`src/rtl/dma_sa_pkg.sv`:
```
package dma_sa_pkg;
  typedef enum logic [1:0] {
    MODE_IO   = 2'd0,
    MODE_RPT  = 2'd1,
    MODE_IDLE = 2'd2
  } mode_e;

  typedef struct packed {
    logic       en;
    logic       word;
    logic       dec;
    logic       rpt;
    logic       ie;
    logic [2:0] sel;
  } cfg_t;

  function automatic mode_e mode_of(input cfg_t c);
    if (!c.rpt)     return MODE_IO;
    else if (!c.ie) return MODE_RPT;
    else            return MODE_IDLE;
  endfunction
endpackage

```
`src/rtl/dma_sa_cfg.sv`:
```
module dma_sa_cfg
  import dma_sa_pkg::*;
(
  input  logic       clk_i,
  input  logic       rst_ni,
  input  logic       we_i,
  input  logic [7:0] wdata_i,
  input  logic       hw_clr_i,
  output cfg_t       cfg_o
);
  cfg_t cfg_q;

  // a software write in the same cycle wins over the hardware clear
  always_ff @(posedge clk_i or negedge rst_ni) begin
    if (!rst_ni)       cfg_q <= '0;
    else if (we_i)     cfg_q <= cfg_t'(wdata_i);
    else if (hw_clr_i) cfg_q.en <= 1'b0;
  end

  assign cfg_o = cfg_q;
endmodule

```
`src/rtl/dma_sa_req.sv`:
```
module dma_sa_req #(
  parameter int NSRC = 6,
  parameter int SW   = 3
) (
  input  logic            clk_i,
  input  logic            rst_ni,
  input  logic [NSRC-1:0] src_req_i,
  input  logic [SW-1:0]   sel_i,
  input  logic            en_i,
  input  logic            take_i,
  output logic            pend_o
);
  logic [NSRC-1:0] sel_oh;
  logic            hit;
  logic            pend_q;

  // codes at or above NSRC decode to no source
  for (genvar i = 0; i < NSRC; i++) begin : g_sel
    assign sel_oh[i] = (sel_i == SW'(i));
  end

  assign hit = |(sel_oh & src_req_i);

  always_ff @(posedge clk_i or negedge rst_ni) begin
    if (!rst_ni)     pend_q <= 1'b0;
    else if (!en_i)  pend_q <= 1'b0;
    else if (hit)    pend_q <= 1'b1;
    else if (take_i) pend_q <= 1'b0;
  end

  assign pend_o = pend_q;
endmodule

```
`src/rtl/dma_sa_addr_cnt.sv`:
```
module dma_sa_addr_cnt
  import dma_sa_pkg::*;
#(
  parameter int AW = 16,
  parameter int CW = 8
) (
  input  logic          clk_i,
  input  logic          rst_ni,
  input  logic          mar_we_i,
  input  logic [AW-1:0] mar_wdata_i,
  input  logic          cnt_we_i,
  input  logic [CW-1:0] cnt_wdata_i,
  input  logic          done_i,
  input  logic          word_i,
  input  logic          dec_i,
  input  mode_e         mode_i,
  output logic [AW-1:0] mar_o,
  output logic [CW-1:0] cnt_o,
  output logic          last_o
);
  logic [AW-1:0] mar_q, mar_init_q, mar_step, mar_d;
  logic [CW-1:0] cnt_q, cnt_init_q, cnt_d;
  logic          last;

  assign last     = (cnt_q == CW'(1));
  assign mar_step = dec_i ? (mar_q - (word_i ? AW'(2) : AW'(1)))
                          : (mar_q + (word_i ? AW'(2) : AW'(1)));

  always_comb begin
    mar_d = mar_q;
    cnt_d = cnt_q;
    if (done_i) begin
      unique case (mode_i)
        MODE_IO: begin
          mar_d = mar_step;
          cnt_d = cnt_q - CW'(1);
        end
        MODE_RPT: begin
          mar_d = last ? mar_init_q : mar_step;
          cnt_d = last ? cnt_init_q : cnt_q - CW'(1);
        end
        default: begin
          cnt_d = last ? cnt_init_q : cnt_q - CW'(1);
        end
      endcase
    end
    if (mar_we_i) mar_d = mar_wdata_i;
    if (cnt_we_i) cnt_d = cnt_wdata_i;
  end

  always_ff @(posedge clk_i or negedge rst_ni) begin
    if (!rst_ni) begin
      mar_q      <= '0;
      cnt_q      <= '0;
      mar_init_q <= '0;
      cnt_init_q <= '0;
    end else begin
      mar_q <= mar_d;
      cnt_q <= cnt_d;
      if (mar_we_i) mar_init_q <= mar_wdata_i;
      if (cnt_we_i) cnt_init_q <= cnt_wdata_i;
    end
  end

  assign mar_o  = mar_q;
  assign cnt_o  = cnt_q;
  assign last_o = last;
endmodule

```
`src/rtl/dma_short_chan.sv`:
```
module dma_short_chan
  import dma_sa_pkg::*;
#(
  parameter int AW   = 16,
  parameter int CW   = 8,
  parameter int NSRC = 6
) (
  input  logic            clk_i,
  input  logic            rst_ni,
  input  logic            cfg_we_i,
  input  logic [7:0]      cfg_wdata_i,
  output logic [7:0]      cfg_rdata_o,
  input  logic            mar_we_i,
  input  logic [AW-1:0]   mar_wdata_i,
  output logic [AW-1:0]   mar_o,
  input  logic            cnt_we_i,
  input  logic [CW-1:0]   cnt_wdata_i,
  output logic [CW-1:0]   cnt_o,
  input  logic [NSRC-1:0] src_req_i,
  output logic            bus_req_o,
  output logic [AW-1:0]   bus_addr_o,
  output logic            bus_word_o,
  input  logic            bus_ack_i,
  output logic            irq_o
);
  localparam int SW = 3;

  cfg_t  cfg;
  mode_e mode;
  logic  pend, busy_q, take, done, last, hw_clr, irq_q;

  assign mode   = mode_of(cfg);
  assign take   = pend & cfg.en & ~busy_q;
  assign done   = busy_q & bus_ack_i;
  assign hw_clr = done & last & (mode == MODE_IO);

  dma_sa_cfg u_cfg (
    .clk_i   (clk_i),
    .rst_ni  (rst_ni),
    .we_i    (cfg_we_i),
    .wdata_i (cfg_wdata_i),
    .hw_clr_i(hw_clr),
    .cfg_o   (cfg)
  );

  dma_sa_req #(.NSRC(NSRC), .SW(SW)) u_req (
    .clk_i    (clk_i),
    .rst_ni   (rst_ni),
    .src_req_i(src_req_i),
    .sel_i    (cfg.sel),
    .en_i     (cfg.en),
    .take_i   (take),
    .pend_o   (pend)
  );

  dma_sa_addr_cnt #(.AW(AW), .CW(CW)) u_ac (
    .clk_i      (clk_i),
    .rst_ni     (rst_ni),
    .mar_we_i   (mar_we_i),
    .mar_wdata_i(mar_wdata_i),
    .cnt_we_i   (cnt_we_i),
    .cnt_wdata_i(cnt_wdata_i),
    .done_i     (done),
    .word_i     (cfg.word),
    .dec_i      (cfg.dec),
    .mode_i     (mode),
    .mar_o      (mar_o),
    .cnt_o      (cnt_o),
    .last_o     (last)
  );

  always_ff @(posedge clk_i or negedge rst_ni) begin
    if (!rst_ni) begin
      busy_q <= 1'b0;
      irq_q  <= 1'b0;
    end else begin
      if (take)      busy_q <= 1'b1;
      else if (done) busy_q <= 1'b0;
      irq_q <= hw_clr & cfg.ie;
    end
  end

  assign cfg_rdata_o = cfg;
  assign bus_req_o   = busy_q;
  assign bus_addr_o  = mar_o;
  assign bus_word_o  = cfg.word;
  assign irq_o       = irq_q;
endmodule

```
`config.mk`:
```
export PLATFORM = sky130hd
export DESIGN_NAME = dma_short_chan
export DESIGN_NICKNAME = d
export VERILOG_FILES = /design/src/rtl/dma_sa_pkg.sv /design/src/rtl/dma_sa_cfg.sv /design/src/rtl/dma_sa_req.sv /design/src/rtl/dma_sa_addr_cnt.sv /design/src/rtl/dma_short_chan.sv
export SDC_FILE = /design/constraint.sdc
export NUM_CORES = 1
export LEC_CHECK = 0
export ABC_CLOCK_PERIOD_IN_PS = 2300
export BUFFER_PORTS_ARGS = -buffer_cell sky130_fd_sc_hd__clkbuf_2
export CELL_PAD_IN_SITES_DETAIL_PLACEMENT = 0
export CELL_PAD_IN_SITES_GLOBAL_PLACEMENT = 1
export CORE_MARGIN = 2
export CORE_UTILIZATION = 28
export DETAILED_ROUTE_END_ITERATION = 8
export PLACE_DENSITY_LB_ADDON = 0.25
export SYNTH_ARGS = -nofsm -noshare
export SYNTH_HDL_FRONTEND = slang
export SYNTH_SLANG_ARGS = --single-unit
```
`constraint.sdc`:
```
create_clock -name clk_i -period 2.3 [get_ports clk_i]
set_clock_uncertainty 0.2 [all_clocks]
set_input_delay 0.46 -clock clk_i [delete_from_list [all_inputs] [get_ports clk_i]]
set_output_delay 0.46 -clock clk_i [all_outputs]
set_load 0.01 [all_outputs]
```
==> key figures <==
Place
  – Post-DP HPWL: 7270 um
  – RD Place Congestion: 0.815
  – DP Area: 4540 um^2
  – Buffers added on ports: 94
  – Cells after DPL: 657

Yosys
  – Top cell type's share of synthesized area: 40.7%
  – Syn Nets: 428
  – Mean Syn Cell Area: 9.90 um^2
  – Cells after Synth: 366
  – Leading area contributor after synthesis: dfrtp_1
  – Most used DFF post-synth: dfrtp_1
  – Post-synth EDFFs: 0
  – Seq/Total Area, Yosys: 40.7%
  – Async SR Flop Fraction: 100%
  – Synthesized area: 3620 um^2
  – #FFs+latches synth: 59
  – Synth unique cells: 56
  – Synthesis Warnings: 0
  – Top cells by area, synth: dfrtp_1 (41%), mux2_2 (7.1%), ha_1 (5.9%)
  – Most common library cells after synthesis: dfrtp_1 (59), o21ai_0 (41), a21oi_1 (28), nand2_1 (26), mux2_2 (23)
  – Top-count cell post-synth: dfrtp_1

Layout
  – NumNets Final: 569
  – Design Area, Final: 5230 um^2
  – Share of cells above drive strength 1: 48.4%
  – N_diodes: 0
  – Final Non-Filler Cells: 684
  – Area grow syn2layout: 44.3%

Critical path
  – Cell Chain, Critical Path: buf_12 > buf_12 > ha_4 > nand3_1 > and2_4 > or3b_4 > a21oi_4 > or4_1 > nand3_1
  – Slowest CP cell: dfrtp_2
  – Critical Path Fanout Max: 5
  – Arr. time, crit path: 2.40 ns
  – Crit. End Element: flop
  – Startpoint Class: flop
  – Data required, critical path: 2.37 ns
  – Crit-path max cell delay: 0.47 ns
  – Critical path class: flop to flop

Detailed routing
  – Vias per cell: 4.75
  – Drt pass-1 iters: 4
  – Wirelength per Cell: 14.8 um
  – DRC errors left: 0
  – Drt total wl: 10100 um
  – DR iter-0 viols: 144
  – Number of routed nets with antenna violations: 0
  – Via count: 3248

Die
  – Io pins: 95
  – Core area: 12600 um^2
  – Die Height: 118 um
  – Site Rows: 41
  – Chip width: 118 um
  – Initial core utilization: 28.7%
  – Die area: 13900 um^2

STA
  – Fmax: 430 MHz
  – Setup WS post-layout: -0.0279 ns
  – Worst-Margin Slew: 0.468 ns
  – Slew Viols, Final: 0
  – Final Critical Period: 2.33 ns
  – Period utilization: 101%
  – Hold Violations, Final: 0
  – Setup violations, final: 1
  – Slew HR: 68.8%
  – RSZ-0062 raised after global routing: yes

CTS
  – H-tree levels: 3
  – Clock Path Buffers: 2
  – CTS Buf Count: 9
  – Clock Latency Late Sink: 0.34 ns
  – Reg clk slew, reported paths: 0.05 ns
  – CTS Sinks: 59
  – Root Driver: clkbuf_16
  – CTS tree: yes

Flow run
  – Max-Cap Viols: 0

Global routing
  – GRT Residual Overflow: 0
  – Initial antenna violation count: 0
  – First-pass GRT wire length: 16500 um
  – Global router's overall resource usage: 14.8%
  – Largest net degree at the start of global routing: 60
  – Vias in the first global route: 3283

Pwr
  – VDD IR max: 0.000341 V
  – Leak Pwr: 2.38 nW
  – Cell Pwr Density: 739 nW/um^2

Outcome
  – Failing checks: negative setup slack
  – Status: finished, violations left

Worst hold path
  – Tightest Hold Check Type: primary input to flop
==> worst max-delay path, delay by kind of cell (launching register included) <==
family,cells,cell delay (ns)
AO/OA/AOI/OAI,1,0.03
adder cells (fa/ha/maj),1,0.29
buffers and inverters,2,0.27
flip-flops,1,0.47
AND/OR/NAND/NOR,5,1.00
==> cell type report <==
type | instances | area (um^2)
fillers | 1285 | 7390
multi-input cells | 257 | 2160
flip-flops and latches | 59 | 1480
repair buffers | 163 | 1040
clock buffers | 14 | 264
well taps | 172 | 215
inverters | 17 | 63.8
clock inverters | 2 | 10.0
==> per-layer routing <==
layer  vias up  part of all wire, %  global-route usage [%]
li1       1612                    -                       -
met1      1557                   45                    18.8
met2        69                   49                    24.3
met3        10                  4.4                    3.92
met4         0                  1.4                    5.20
met5         -                    0                       0
==> metrics by stage <==
step / hold slack (ns) / total power [mW] / worst slack [ns] / TNS (ns) / utilization [%]
2_1_floorplan: -0.0356 / 1.93 / -0.0307 / -0.0535 / -
3_3_place_gp: 0.281 / 2.38 / -0.149 / -0.543 / 36.0
3_5_place_dp: 0.293 / 2.39 / -0.191 / -0.997 / 36.0
4_1_cts: 0.129 / 3.79 / 0.000419 / 0 / 40.2
5_1_grt: 0.139 / 4.10 / -0.0940 / -0.296 / 41.5
6_report: 0.136 / 3.87 / -0.0279 / -0.0279 / 41.5
==> kinds of logic after synthesis <==
kind of cell	count (synthesis)	synth area share (%)
mux	29	9.15
fa+ha+maj	18	6.42
simple gates	83	12.7
xor+xnor	10	2.42
compound gates	117	20.7
flops	59	40.7
buf+inv	50	7.84
==> where the power goes <==
part,leakage [nW],switching [mW],total (mW),internal (mW)
clock,0.137,0.464,1.25,0.784
sequential,0.710,0.109,1.26,1.15
combinational,1.54,0.649,1.36,0.712
total,2.38,1.22,3.87,2.64
==> cell usage in the layout, fill, tap and decap left out, types with 2 or more instances in the layout <==
cell,instances
a21oi_2,8
buf_6,4
inv_1,15
clkbuf_16,9
a21oi_4,2
o211ai_1,4
a21o_1,3
inv_2,2
o31a_1,3
buf_4,61
a222oi_1,8
mux2_2,22
o221ai_2,2
nand3_1,4
nor2b_1,2
buf_12,3
clkbuf_1,3
clkinv_2,2
mux2i_1,5
ha_4,12
ha_1,5
nor2_1,17
a22oi_1,8
nand2_2,2
a21oi_1,18
nor3_1,7
o21ai_2,3
xor2_1,7
xnor2_1,3
dfrtp_1,58
o22ai_1,4
o21a_1,2
o21ai_0,36
nand2b_1,4
and3_1,2
nand2_1,24
clkbuf_2,94
clkbuf_8,2
or3_1,3
==> timing repair <==
action / in CTS / in global routing
setup buffers: 7 / 3
hold endpoints to repair: 59 / 0
hold buffers: 1 / 0
resized for setup: 31 / 30
pin swaps: 11 / 18
setup endpoints to repair: 8 / 8
==> state kept, by name, summed over array words and instances, names as in the netlist <==
| signal | flops |
|---|---|
| bus_req_o | 1 |
| u_ac.mar_o | 16 |
| u_ac.cnt_init_q | 8 |
| u_ac.cnt_o | 8 |
| u_ac.mar_init_q | 16 |
| u_req.pend_o | 1 |
| irq_o | 1 |
| u_cfg.cfg_o | 8 |
==> path summary, 6_finish.rpt <==
path                                     start                  end  slack [ns]  depth (start not counted)
hold reg to reg            u_ac.mar_init_q[14]  u_ac.mar_init_q[14]        0.31                          1
hold / removal                  cfg_wdata_i[6]       u_cfg.cfg_o[6]        0.14                          3
setup / recovery                u_cfg.cfg_o[5]       u_ac.mar_o[15]       -0.03                          9
setup reg to reg                u_cfg.cfg_o[5]       u_ac.mar_o[15]       -0.03                          9
max in group asynchronous               rst_ni       u_cfg.cfg_o[5]        1.14                          3
min in group asynchronous               rst_ni   u_ac.mar_init_q[6]        0.49                          3
Power figures use the tool's default switching activity.
